### src/rtl/clk_root_pkg.sv
package clk_root_pkg;

    // register byte offsets (software contract)
    localparam logic [31:0] OFS_CMD = 32'h00;
    localparam logic [31:0] OFS_CFG = 32'h04;
    localparam logic [31:0] OFS_M   = 32'h08;
    localparam logic [31:0] OFS_N   = 32'h0C;
    localparam logic [31:0] OFS_D   = 32'h10;

    // staged-register slots; order matches the change-flag bits in the command word
    localparam int NUM_SLOTS = 4;
    localparam int SLOT_CFG  = 0;
    localparam int SLOT_N    = 1;
    localparam int SLOT_M    = 2;
    localparam int SLOT_D    = 3;

    // command word bit positions
    localparam int CMD_UPD_BIT   = 0;
    localparam int CMD_EN_BIT    = 1;
    localparam int CMD_DIRTY_LSB = 4;
    localparam int CMD_OFF_BIT   = 31;

    // configuration word fields
    localparam int SRC_LSB  = 8;
    localparam int SRC_W    = 3;
    localparam int MODE_LSB = 12;
    localparam int MODE_W   = 2;

    typedef enum logic [2:0] {
        SEL_NONE,
        SEL_CMD,
        SEL_CFG,
        SEL_M,
        SEL_N,
        SEL_D
    } reg_sel_e;

    function automatic logic [31:0] low_mask(input int unsigned w);
        logic [31:0] m;
        if (w >= 32) m = '1;
        else         m = (32'd1 << w) - 32'd1;
        return m;
    endfunction

    function automatic logic [31:0] cfg_field_mask(input int unsigned prediv_w);
        logic [31:0] m;
        m = low_mask(prediv_w);
        m[SRC_LSB +: SRC_W]   = '1;
        m[MODE_LSB +: MODE_W] = '1;
        return m;
    endfunction

endpackage

### src/rtl/clk_root_commit.sv
module clk_root_commit #(
    parameter int unsigned COMMIT_CYCLES = 4
) (
    input  logic clk,
    input  logic rst_n,
    input  logic start_i,
    output logic pending_o,
    output logic done_o
);

    localparam int unsigned CNT_W = (COMMIT_CYCLES > 1) ? $clog2(COMMIT_CYCLES) : 1;
    localparam logic [CNT_W-1:0] LAST = CNT_W'(COMMIT_CYCLES - 1);

    typedef struct packed {
        logic             pend;
        logic [CNT_W-1:0] cnt;
    } seq_t;

    seq_t seq_d, seq_q;
    logic last_w;

    assign last_w = seq_q.pend && (seq_q.cnt == LAST);

    always_comb begin
        seq_d = seq_q;
        if (last_w) begin
            seq_d.pend = 1'b0;
            seq_d.cnt  = '0;
        end else if (seq_q.pend) begin
            seq_d.cnt = seq_q.cnt + 1'b1;
        end else if (start_i) begin
            seq_d.pend = 1'b1;
            seq_d.cnt  = '0;
        end
    end

    always_ff @(posedge clk or negedge rst_n) begin
        if (!rst_n) seq_q <= '0;
        else        seq_q <= seq_d;
    end

    assign pending_o = seq_q.pend;
    assign done_o    = last_w;

    AST_COMMIT_BOUND: assert property (@(posedge clk) disable iff (!rst_n)
        seq_q.cnt <= LAST);
    AST_COMMIT_CLEARS: assert property (@(posedge clk) disable iff (!rst_n)
        done_o |=> !pending_o);
    AST_IDLE_COUNT: assert property (@(posedge clk) disable iff (!rst_n)
        !pending_o |-> seq_q.cnt == '0);
    AST_NO_CANCEL: assert property (@(posedge clk) disable iff (!rst_n)
        pending_o && !done_o |=> pending_o);

endmodule

### src/rtl/clk_root_shadow.sv
module clk_root_shadow
    import clk_root_pkg::*;
#(
    parameter int unsigned PREDIV_W = 5,
    parameter int unsigned MND_W    = 8
) (
    input  logic                        clk,
    input  logic                        rst_n,
    input  logic [NUM_SLOTS-1:0]        wr_en_i,
    input  logic [31:0]                 wdata_i,
    input  logic                        commit_i,
    output logic [NUM_SLOTS-1:0][31:0]  shadow_o,
    output logic [NUM_SLOTS-1:0]        dirty_o
);

    for (genvar i = 0; i < NUM_SLOTS; i++) begin : g_slot
        localparam logic [31:0] MASK = (i == SLOT_CFG) ? cfg_field_mask(PREDIV_W)
                                                       : low_mask(MND_W);
        typedef struct packed {
            logic [31:0] val;
            logic        dirty;
        } slot_t;

        slot_t       s_d, s_q;
        logic [31:0] new_val;
        logic        changes;

        always_comb begin
            s_d     = s_q;
            new_val = wdata_i & MASK;
            changes = wr_en_i[i] && (new_val != s_q.val);
            if (wr_en_i[i]) s_d.val = new_val;
            // a differing write on the completion edge keeps its flag
            if (changes)       s_d.dirty = 1'b1;
            else if (commit_i) s_d.dirty = 1'b0;
        end

        always_ff @(posedge clk or negedge rst_n) begin
            if (!rst_n) s_q <= '0;
            else        s_q <= s_d;
        end

        assign shadow_o[i] = s_q.val;
        assign dirty_o[i]  = s_q.dirty;

        AST_SHADOW_HOLD: assert property (@(posedge clk) disable iff (!rst_n)
            !wr_en_i[i] |=> $stable(shadow_o[i]));
        AST_DIRTY_ON_CHANGE: assert property (@(posedge clk) disable iff (!rst_n)
            wr_en_i[i] && ((wdata_i & MASK) != shadow_o[i]) |=> dirty_o[i]);
        AST_SAME_VALUE_CLEAN: assert property (@(posedge clk) disable iff (!rst_n)
            wr_en_i[i] && ((wdata_i & MASK) == shadow_o[i]) && !dirty_o[i] |=> !dirty_o[i]);
    end

endmodule

### src/rtl/clk_root_cfg.sv
module clk_root_cfg
    import clk_root_pkg::*;
#(
    parameter int unsigned ADDR_W        = 5,
    parameter int unsigned PREDIV_W      = 5,
    parameter int unsigned MND_W         = 8,
    parameter int unsigned COMMIT_CYCLES = 4
) (
    input  logic                clk,
    input  logic                rst_n,
    input  logic                bus_sel,
    input  logic                bus_wr,
    input  logic [ADDR_W-1:0]   bus_addr,
    input  logic [31:0]         bus_wdata,
    output logic [31:0]         bus_rdata,
    input  logic                clk_running_i,
    output logic                root_en_o,
    output logic [PREDIV_W-1:0] act_prediv_o,
    output logic [SRC_W-1:0]    act_src_o,
    output logic [MODE_W-1:0]   act_mode_o,
    output logic [MND_W-1:0]    act_m_o,
    output logic [MND_W-1:0]    act_n_o,
    output logic [MND_W-1:0]    act_d_o
);

    typedef struct packed {
        logic                root_en;
        logic [PREDIV_W-1:0] prediv;
        logic [SRC_W-1:0]    src;
        logic [MODE_W-1:0]   mode;
        logic [MND_W-1:0]    m;
        logic [MND_W-1:0]    n;
        logic [MND_W-1:0]    d;
    } ctl_t;

    ctl_t                       ctl_d, ctl_q;
    reg_sel_e                   sel_w;
    logic [31:0]                addr_ext;
    logic                       wr_w;
    logic [NUM_SLOTS-1:0]       wr_slot;
    logic                       start_w;
    logic                       pending_w;
    logic                       done_w;
    logic [NUM_SLOTS-1:0][31:0] shadow_w;
    logic [NUM_SLOTS-1:0]       dirty_w;
    logic                       root_off_w;
    logic [31:0]                cmd_rd;

    // address decode
    assign addr_ext = 32'(bus_addr);
    always_comb begin
        case (addr_ext)
            OFS_CMD: sel_w = SEL_CMD;
            OFS_CFG: sel_w = SEL_CFG;
            OFS_M:   sel_w = SEL_M;
            OFS_N:   sel_w = SEL_N;
            OFS_D:   sel_w = SEL_D;
            default: sel_w = SEL_NONE;
        endcase
    end

    assign wr_w = bus_sel && bus_wr;

    always_comb begin
        wr_slot           = '0;
        wr_slot[SLOT_CFG] = wr_w && (sel_w == SEL_CFG);
        wr_slot[SLOT_N]   = wr_w && (sel_w == SEL_N);
        wr_slot[SLOT_M]   = wr_w && (sel_w == SEL_M);
        wr_slot[SLOT_D]   = wr_w && (sel_w == SEL_D);
    end

    assign start_w = wr_w && (sel_w == SEL_CMD) && bus_wdata[CMD_UPD_BIT] && !pending_w;

    clk_root_shadow #(
        .PREDIV_W (PREDIV_W),
        .MND_W    (MND_W)
    ) u_shadow (
        .clk      (clk),
        .rst_n    (rst_n),
        .wr_en_i  (wr_slot),
        .wdata_i  (bus_wdata),
        .commit_i (done_w),
        .shadow_o (shadow_w),
        .dirty_o  (dirty_w)
    );

    clk_root_commit #(
        .COMMIT_CYCLES (COMMIT_CYCLES)
    ) u_commit (
        .clk       (clk),
        .rst_n     (rst_n),
        .start_i   (start_w),
        .pending_o (pending_w),
        .done_o    (done_w)
    );

    // next-state for enable and active set
    always_comb begin
        ctl_d = ctl_q;
        if (wr_w && (sel_w == SEL_CMD)) ctl_d.root_en = bus_wdata[CMD_EN_BIT];
        if (done_w) begin
            ctl_d.prediv = shadow_w[SLOT_CFG][PREDIV_W-1:0];
            ctl_d.src    = shadow_w[SLOT_CFG][SRC_LSB +: SRC_W];
            ctl_d.mode   = shadow_w[SLOT_CFG][MODE_LSB +: MODE_W];
            ctl_d.m      = shadow_w[SLOT_M][MND_W-1:0];
            ctl_d.n      = shadow_w[SLOT_N][MND_W-1:0];
            ctl_d.d      = shadow_w[SLOT_D][MND_W-1:0];
        end
    end

    always_ff @(posedge clk or negedge rst_n) begin
        if (!rst_n) ctl_q <= '0;
        else        ctl_q <= ctl_d;
    end

    assign root_off_w = !(ctl_q.root_en && clk_running_i);

    always_comb begin
        cmd_rd                                = '0;
        cmd_rd[CMD_UPD_BIT]                   = pending_w;
        cmd_rd[CMD_EN_BIT]                    = ctl_q.root_en;
        cmd_rd[CMD_DIRTY_LSB +: NUM_SLOTS]    = dirty_w;
        cmd_rd[CMD_OFF_BIT]                   = root_off_w;
    end

    always_comb begin
        case (sel_w)
            SEL_CMD: bus_rdata = cmd_rd;
            SEL_CFG: bus_rdata = shadow_w[SLOT_CFG];
            SEL_M:   bus_rdata = shadow_w[SLOT_M];
            SEL_N:   bus_rdata = shadow_w[SLOT_N];
            SEL_D:   bus_rdata = shadow_w[SLOT_D];
            default: bus_rdata = '0;
        endcase
    end

    assign root_en_o    = ctl_q.root_en;
    assign act_prediv_o = ctl_q.prediv;
    assign act_src_o    = ctl_q.src;
    assign act_mode_o   = ctl_q.mode;
    assign act_m_o      = ctl_q.m;
    assign act_n_o      = ctl_q.n;
    assign act_d_o      = ctl_q.d;

    AST_ACTIVE_HOLD: assert property (@(posedge clk) disable iff (!rst_n)
        !done_w |=> $stable(act_prediv_o) && $stable(act_src_o) && $stable(act_mode_o)
                    && $stable(act_m_o) && $stable(act_n_o) && $stable(act_d_o));
    AST_ACTIVE_LOAD: assert property (@(posedge clk) disable iff (!rst_n)
        done_w |=> act_m_o == $past(shadow_w[SLOT_M][MND_W-1:0])
               && act_n_o == $past(shadow_w[SLOT_N][MND_W-1:0])
               && act_d_o == $past(shadow_w[SLOT_D][MND_W-1:0])
               && act_src_o == $past(shadow_w[SLOT_CFG][SRC_LSB +: SRC_W]));
    AST_DIRTY_FLUSH: assert property (@(posedge clk) disable iff (!rst_n)
        done_w && (wr_slot == '0) |=> dirty_w == '0);
    AST_CMD_KEEPS_FLAGS: assert property (@(posedge clk) disable iff (!rst_n)
        wr_w && (sel_w == SEL_CMD) && !done_w |=> $stable(dirty_w));

endmodule

### config.mk
export PLATFORM = sky130hd
export DESIGN_NAME = clk_root_cfg
export DESIGN_NICKNAME = d
export VERILOG_FILES = /design/src/rtl/clk_root_pkg.sv /design/src/rtl/clk_root_commit.sv /design/src/rtl/clk_root_shadow.sv /design/src/rtl/clk_root_cfg.sv
export SDC_FILE = /design/constraint.sdc
export NUM_CORES = 1
export LEC_CHECK = 0
export BUFFER_PORTS_ARGS = -buffer_cell sky130_fd_sc_hd__buf_4
export CORE_ASPECT_RATIO = 0.9
export CORE_UTILIZATION = 56
export CTS_CLUSTER_DIAMETER = 120
export DETAILED_ROUTE_END_ITERATION = 6
export PLACE_DENSITY = 0.81
export RECOVER_POWER = 100
export SLEW_MARGIN = 20
export SYNTH_ARGS = -nofsm -noshare
export SYNTH_HDL_FRONTEND = slang
export SYNTH_HIERARCHICAL = 1
export SYNTH_SLANG_ARGS = --single-unit
export TNS_END_PERCENT = 30
### constraint.sdc
create_clock -name clk -period 2 [get_ports clk]
set_input_delay 0.1 -clock clk [delete_from_list [all_inputs] [get_ports clk]]
set_output_delay 0.1 -clock clk [all_outputs]
set_load 0.005 [all_outputs]
==> results.md, run 1 <==
- CTS resizes: 0
- Worst Setup End Kind: register
- Cell mode on critical path: clkbuf_1
- Cell count after placement: 675
- RSZ-0062 raised after global routing: no
- Synth area leader: dfrtp_1
- Ys Warns: 6
- Net count, final: roughly 620
- Largest net degree at the start of global routing: 48
- CP max stage cell: clkbuf_1
- DRT Pass-1 Iters: 4
- Vias in the first global route: ~3500
- Via count: roughly 3700
- Die area: between 9000 and 10000 um2
- Post-DRT Antenna Nets: 0
- Number of flops mapped to enable cells by yosys: 0
- Cell Int Power: around 3300 uW
- WP data required: around 2.2 ns
- Ys async rst share: 1.00
- Final setup viols: 0
- Sequential power share: 0.452
- Leakage: 0.00267 uW
- Clk_skew: between 0.01 and 0.015 ns
- Synthesized flop and latch total: 76
- Clk pwr share: 0.314
- IO Port Bufs: a little over 70
- Critical Path AT: ~2.1 ns
- Least-Margin Pin Slew: around 1.2 ns
- Slew Limit Headroom: 0.211
- Yosys cell types: 39
- Gp weighted congestion: 0.816
- Final core occ: 0.639
- Reg clk slew, reported paths: about 0.070 ns
- Final Non-Filler Cells: 697
- Final Max Tran Viols: 0
- Final Hold Fails: 0
- Max Fclk: around 0.53 GHz
- Share of cells above drive strength 1: 0.306
- Post-route cell area: between 5000 and 6000 um2
- Worst vdd ir: 0.711 mV
- Area grow syn2layout: 7.98%
- FF-to-FF setup slack: 0.32 ns
- MaxCap Viol Count: 0
- Synth Cell Area: 5190 um2
- Routed WL: about 11000 um
- # rows: 32
- Crit path cell chain: clkbuf_1 > nor4b_1 > buf_4 > nor3b_1 > clkbuf_1 > mux2_2
- # fillers: roughly 700
- CP Class: in -> reg
- Final Critical Period: ~1.9 ns
- Worst path max stage delay: approximately 0.48 ns
- Post-route setup TNS: 0 ns
- PD cells: a little over 800 nW/um2
- Ys flop type: dfrtp_1
- Hold path depth: 2
- Hold Crit Class: in -> reg
- CTS H-tree depth: 3
- # hold bufs at CTS: 6
- Grt ovf: 0
- Core Area: around 8800 um2
- Vert. Die Dim: 93.3 um
- CTS buffer count: 9
- CTS sink cnt: between 70 and 80
- Die Span X: slightly above 100 um
- CTS tree: built
- Main area contributors after synthesis: dfrtp_1 37%, mux2_2 16%, buf_4 15%
- NetSw: around 1300 uW
- Post-Syn Instances: 513
- Switching Fraction: 0.276
- Crit Path Max Fanout: 11
- Num ports: 109
- Sequential fraction of the synthesis area: 0.366
- DRC violations left: 0
- Run status: completed
- Syn avg cell area: between 10 and 15 um2
- Initial antenna violation count: 0
- Maximum clock insertion buffer count: 2
- Worst setup SP type: input pin
- Worst skew pair latency: between 0.3 and 0.4 ns
- Root Buffer Master: clkbuf_8
- Initial Util: 0.592
- Combinational power share: 0.233
- DRT iter0 DRCs: 196
- Worst R2R Path Depth: 3
- Hold slack final: approximately 0.053 ns
- Tcrit/Tclk final: 0.950
- Vias per std cell: roughly 5.3
- Area after DPL: 5350 um2
- HPWL after detailed placement: ~7700 um
- Postcts setup bufs: 0
- Top cell type's share of synthesized area: 0.366
- GRT Overall Usage: 0.243
- First-pass GRT wire length: roughly 18000 um
- WL/cell: around 16 um
- Antenna diodes: 0
worst max-delay path, delay by kind of cell:
family                 cells  cell delay, ns
muxes                      1            0.41
buffers and inverters      3            0.97
and+or+nand+nor            2            0.66
final timing paths:
kind,startpoint,endpoint
max in group asynchronous,rst_n,act_src_o[0]
min in group asynchronous,rst_n,act_d_o[2]
worst min-delay path,bus_wdata[5],u_shadow/shadow_o[37]
worst max register to register,u_commit/seq_q[0],act_prediv_o[1]
worst min register to register,act_d_o[4],act_d_o[4]
worst max-delay path,bus_addr[4],u_shadow/shadow_o[65]
placed cells by master, fill, tap and decap left out, types with 2 or more instances in the layout:
master,n
clkbuf_2,4
nand3_1,106
mux4_2,2
a32o_1,5
clkbuf_4,43
a32oi_1,2
conb_1,94
clkbuf_8,11
xnor2_1,24
a221o_1,3
nand2_1,5
nor4_1,2
bufinv_16,3
buf_4,30
clkbuf_1,10
inv_1,3
dlygate4sd3_1,6
dfrtp_1,76
mux2_2,73
nor3b_1,2
o21ai_0,5
nand4_1,32
nor2_1,7
xor2_1,9
and2_4,3
cell usage after synthesis (all sizes together) (4+ instances only):
cell,instances
buf,132
mux2,74
clkbuf,4
o21ai,6
nor2,7
nand4,32
xor2,10
a32o,5
dfrtp,76
xnor2,24
nand2,5
and2,4
nand3,106
layer usage:
layer,wire length (um),part of all wire,global-route usage,vias to the layer above
li1,-,-,-,1750
met1,4810,0.43,0.325,1774
met2,5480,0.49,0.398,122
met3,707,0.063,0.0456,21
met4,200,0.018,0.0739,0
met5,0,0,0,-
registers in the layout, summed over array words and instances, names as in the netlist, 3 cells and up:
| name | cells |
|---|---|
| act_d_o | 8 |
| act_prediv_o | 5 |
| u_shadow/dirty_o | 4 |
| act_m_o | 8 |
| u_shadow/shadow_o | 34 |
| act_n_o | 8 |
| act_src_o | 3 |
power groups by stage:
stage	Sequential (uW)	Clock (uW)	Combinational, uW
6_report	2090	1450	1080
5_1_grt	2130	1540	1170
4_1_cts	2090	1460	1100
3_5_place_dp	2120	0	1090
3_3_place_gp	2100	0	1040
2_1_floorplan	2070	0	783
cell families after synthesis:
family,count (synthesis),share of synthesized area
XOR/XNOR,34,0.0588
buffers and inverters,139,0.192
multiplexers,76,0.169
other,1,0.000723
flip-flops,76,0.366
AO/OA/AOI/OAI,19,0.0301
adder cells (fa/ha/maj),1,0.00241
AND/OR/NAND/NOR,167,0.181
layout make-up:
| class | instances | area, um2 | area share |
|---|---|---|---|
| inverter | 3 | 11.3 | 0.00201 |
| sequential | 76 | 1900 | 0.339 |
| multi-input combinational | 391 | 2630 | 0.469 |
| clock buffer | 12 | 155 | 0.0277 |
| tap | 119 | 149 | 0.0266 |
| clock inverter | 4 | 95.1 | 0.0170 |
| timing repair buffer | 92 | 662 | 0.118 |
metrics by stage:
| stage | total power (uW) | setup WS, ns |
|---|---|---|
| 3_5_place_dp | 3210 | 0.273 |
| 6_report | 4620 | 0.100 |
| 3_3_place_gp | 3140 | 0.326 |
| 2_1_floorplan | 2850 | 0.285 |
| 5_1_grt | 4830 | 0.0569 |
| 4_1_cts | 4660 | 0.168 |
Power figures use the tool's default switching activity.
==> run 2, diff against run 1 <==
Settings changed: CORE_ASPECT_RATIO 0.9 to 1.1, CORE_MARGIN set to 2.
==> run 2 against run 1 <==
  * Worst setup slack better by 0.036 ns
  * Register-to-register slack better by 0.05 ns
  * First-iteration DRC count is 19% higher
  * Via count is 0.55% lower
  * Flip-flop and latch count stayed put
  * Global-route usage is 1.2 points lower
  * Sequential share of layout area is 0.35 points higher
  * Sequential power hardly changed
  * Wire length is 1.4% lower
  * Fmax is 2.0% higher
  * Non-clock buffer count is 4 lower
  * Largest cell class unchanged
  * Largest power group unchanged
==> results.md, run 2 (same netlist as run 1, synthesis figures left out) <==
- RSZ-0062 raised after global routing: no
- GRT Overall Usage: 0.231
- Commonest non-fill, non-tap cell in the layout: nand3_1
- Hold path depth: 2
- Die Span X: around 96 um
- Post-DRT Antenna Nets: 0
- DR WL met2: 5550 um
- Antenna diodes: 0
- First-pass GRT wire length: 17900 um
- Area grow syn2layout: 6.87%
- Leakage: roughly 0.0026 uW
- Vias in the first global route: between 3000 and 4000
- Metal3 WL: between 600 and 700 um
- # rows: 36
- Hold wc startpoint: bus_wdata[7]
- Reg clk slew, reported paths: 0.08 ns
- Core Area: approximately 8900 um2
- Num ports: about 110
- Final setup viols: 0
- PD cells: approximately 800 nW/um2
- Root Buffer Master: clkbuf_8
- Commonest cells after routing, fill and taps aside: 106 x nand3_1, 94 x conb_1, 76 x dfrtp_1, 73 x mux2_2, 44 x clkbuf_4
- Slew Limit Headroom: 0.332
- Worst skew pair latency: 0.36 ns
- CTS sink cnt: 76
- # hold bufs at CTS: 6
- Maximum clock insertion buffer count: 2
- Initial antenna violation count: 0
- Gp weighted congestion: between 0.8 and 0.9
- Initial Util: 0.582
- Postcts setup bufs: 0
- Final Hold Fails: 0
- Via count: 3647
- FF-to-FF setup slack: between 0.3 and 0.4 ns
- WL/cell: between 15 and 20 um
- Wl on met1: about 4500 um
- Least-Margin Pin Slew: ~1 ns
- Vert. Die Dim: about 100 um
- Largest net degree at the start of global routing: 82
- Worst setup SP type: input pin
- HPWL after detailed placement: 7550 um
- CTS resizes: 0
- Run status: completed
- WP data required: between 1.5 and 2 ns
- CP Class: in -> out
- Hold EP: u_shadow/shadow_o[39]
- Clk_skew: just over 0.006 ns
- Net count, final: 612
- MaxCap Viol Count: 0
- CTS H-tree depth: 3
- Top Layer Used: met4
- Routed WL: approximately 11000 um
- Tcrit/Tclk final: 0.932
- Worst R2R Path Depth: 5
- Max FFs per register: 34
- DRT Pass-1 Iters: 4
- Final Critical Period: around 1.9 ns
- Post-route cell area: 5550 um2
- DRT iter0 DRCs: between 200 and 250
- Crit Path Max Fanout: 32
- Hold Crit Class: in -> reg
- Worst Setup End Kind: primary output
- CTS buffer count: 9
- Area after DPL: approximately 5300 um2
- FF-to-FF Start: u_commit/seq_q[1]
- Die area: ~10000 um2
- CTS tree: built
- Final Max Tran Viols: 0
- DRC violations left: 0
- Share of cells above drive strength 1: 0.300
- Vias per std cell: between 5 and 6
- IO Port Bufs: just over 70
- Critical Path AT: 1.76 ns
- Max Fclk: between 0.5 and 0.6 GHz
- Grt ovf: 0
- Reg2reg end: u_shadow/dirty_o[0]
- Post-route setup TNS: 0 ns
- Worst vdd ir: ~0.86 mV
==> run 2: worst max-delay path, stage by stage <==
cell and delay [ns]:
clkbuf_1 0.24, nor4_1 0.49, buf_4 0.44, a32o_1 0.23
a221o_1 0.14, buf_4 0.11
==> run 2: final cells by class <==
type | instances | area, um2
inverter | 3 | 11.3
timing repair buffer | 88 | 648
fill | 729 | 3370
tap | 114 | 143
multi-input combinational | 391 | 2630
sequential | 76 | 1900
clock inverter | 7 | 91.3
clock buffer | 9 | 124
==> run 2: metrics by stage <==
stage,total power [uW],instances,worst slack [ns],util,hold WS (ns)
final,4430,688,0.136,0.622,0.0407
after global routing,4660,688,0.0697,0.622,0.0413
after CTS,4490,688,0.154,0.630,0.0218
after detailed placement,3210,666,0.236,0.599,0.147
after global placement,3150,666,0.311,0.599,0.145
after floorplan,2850,606,0.285,-,-0.196
==> run 2: power breakdown <==
group	switching [uW]	internal, uW
sequential	246	1840
combinational	473	606
clock	562	697
total	1280	3150
==> run 2: worst max path at each step <==
stage                                startpoint               endpoint  slack, ns  cells past startpoint
after floorplan                     bus_addr[4]  u_shadow/shadow_o[10]       0.28                      8
after global placement              bus_addr[4]  u_shadow/shadow_o[68]       0.31                      6
after detailed placement            bus_addr[4]  u_shadow/shadow_o[71]       0.24                      6
after CTS                 u_shadow/shadow_o[97]           bus_rdata[1]       0.15                      4
after global routing                bus_addr[2]          bus_rdata[12]       0.07                      6
final                               bus_addr[2]           bus_rdata[1]       0.14                      6
==> run 2: metal layers <==
layer,track usage,vias up
li1,-,1751
met3,0.0642,26
met4,0.0939,0
met1,0.279,1755
met5,0,-
met2,0.384,115
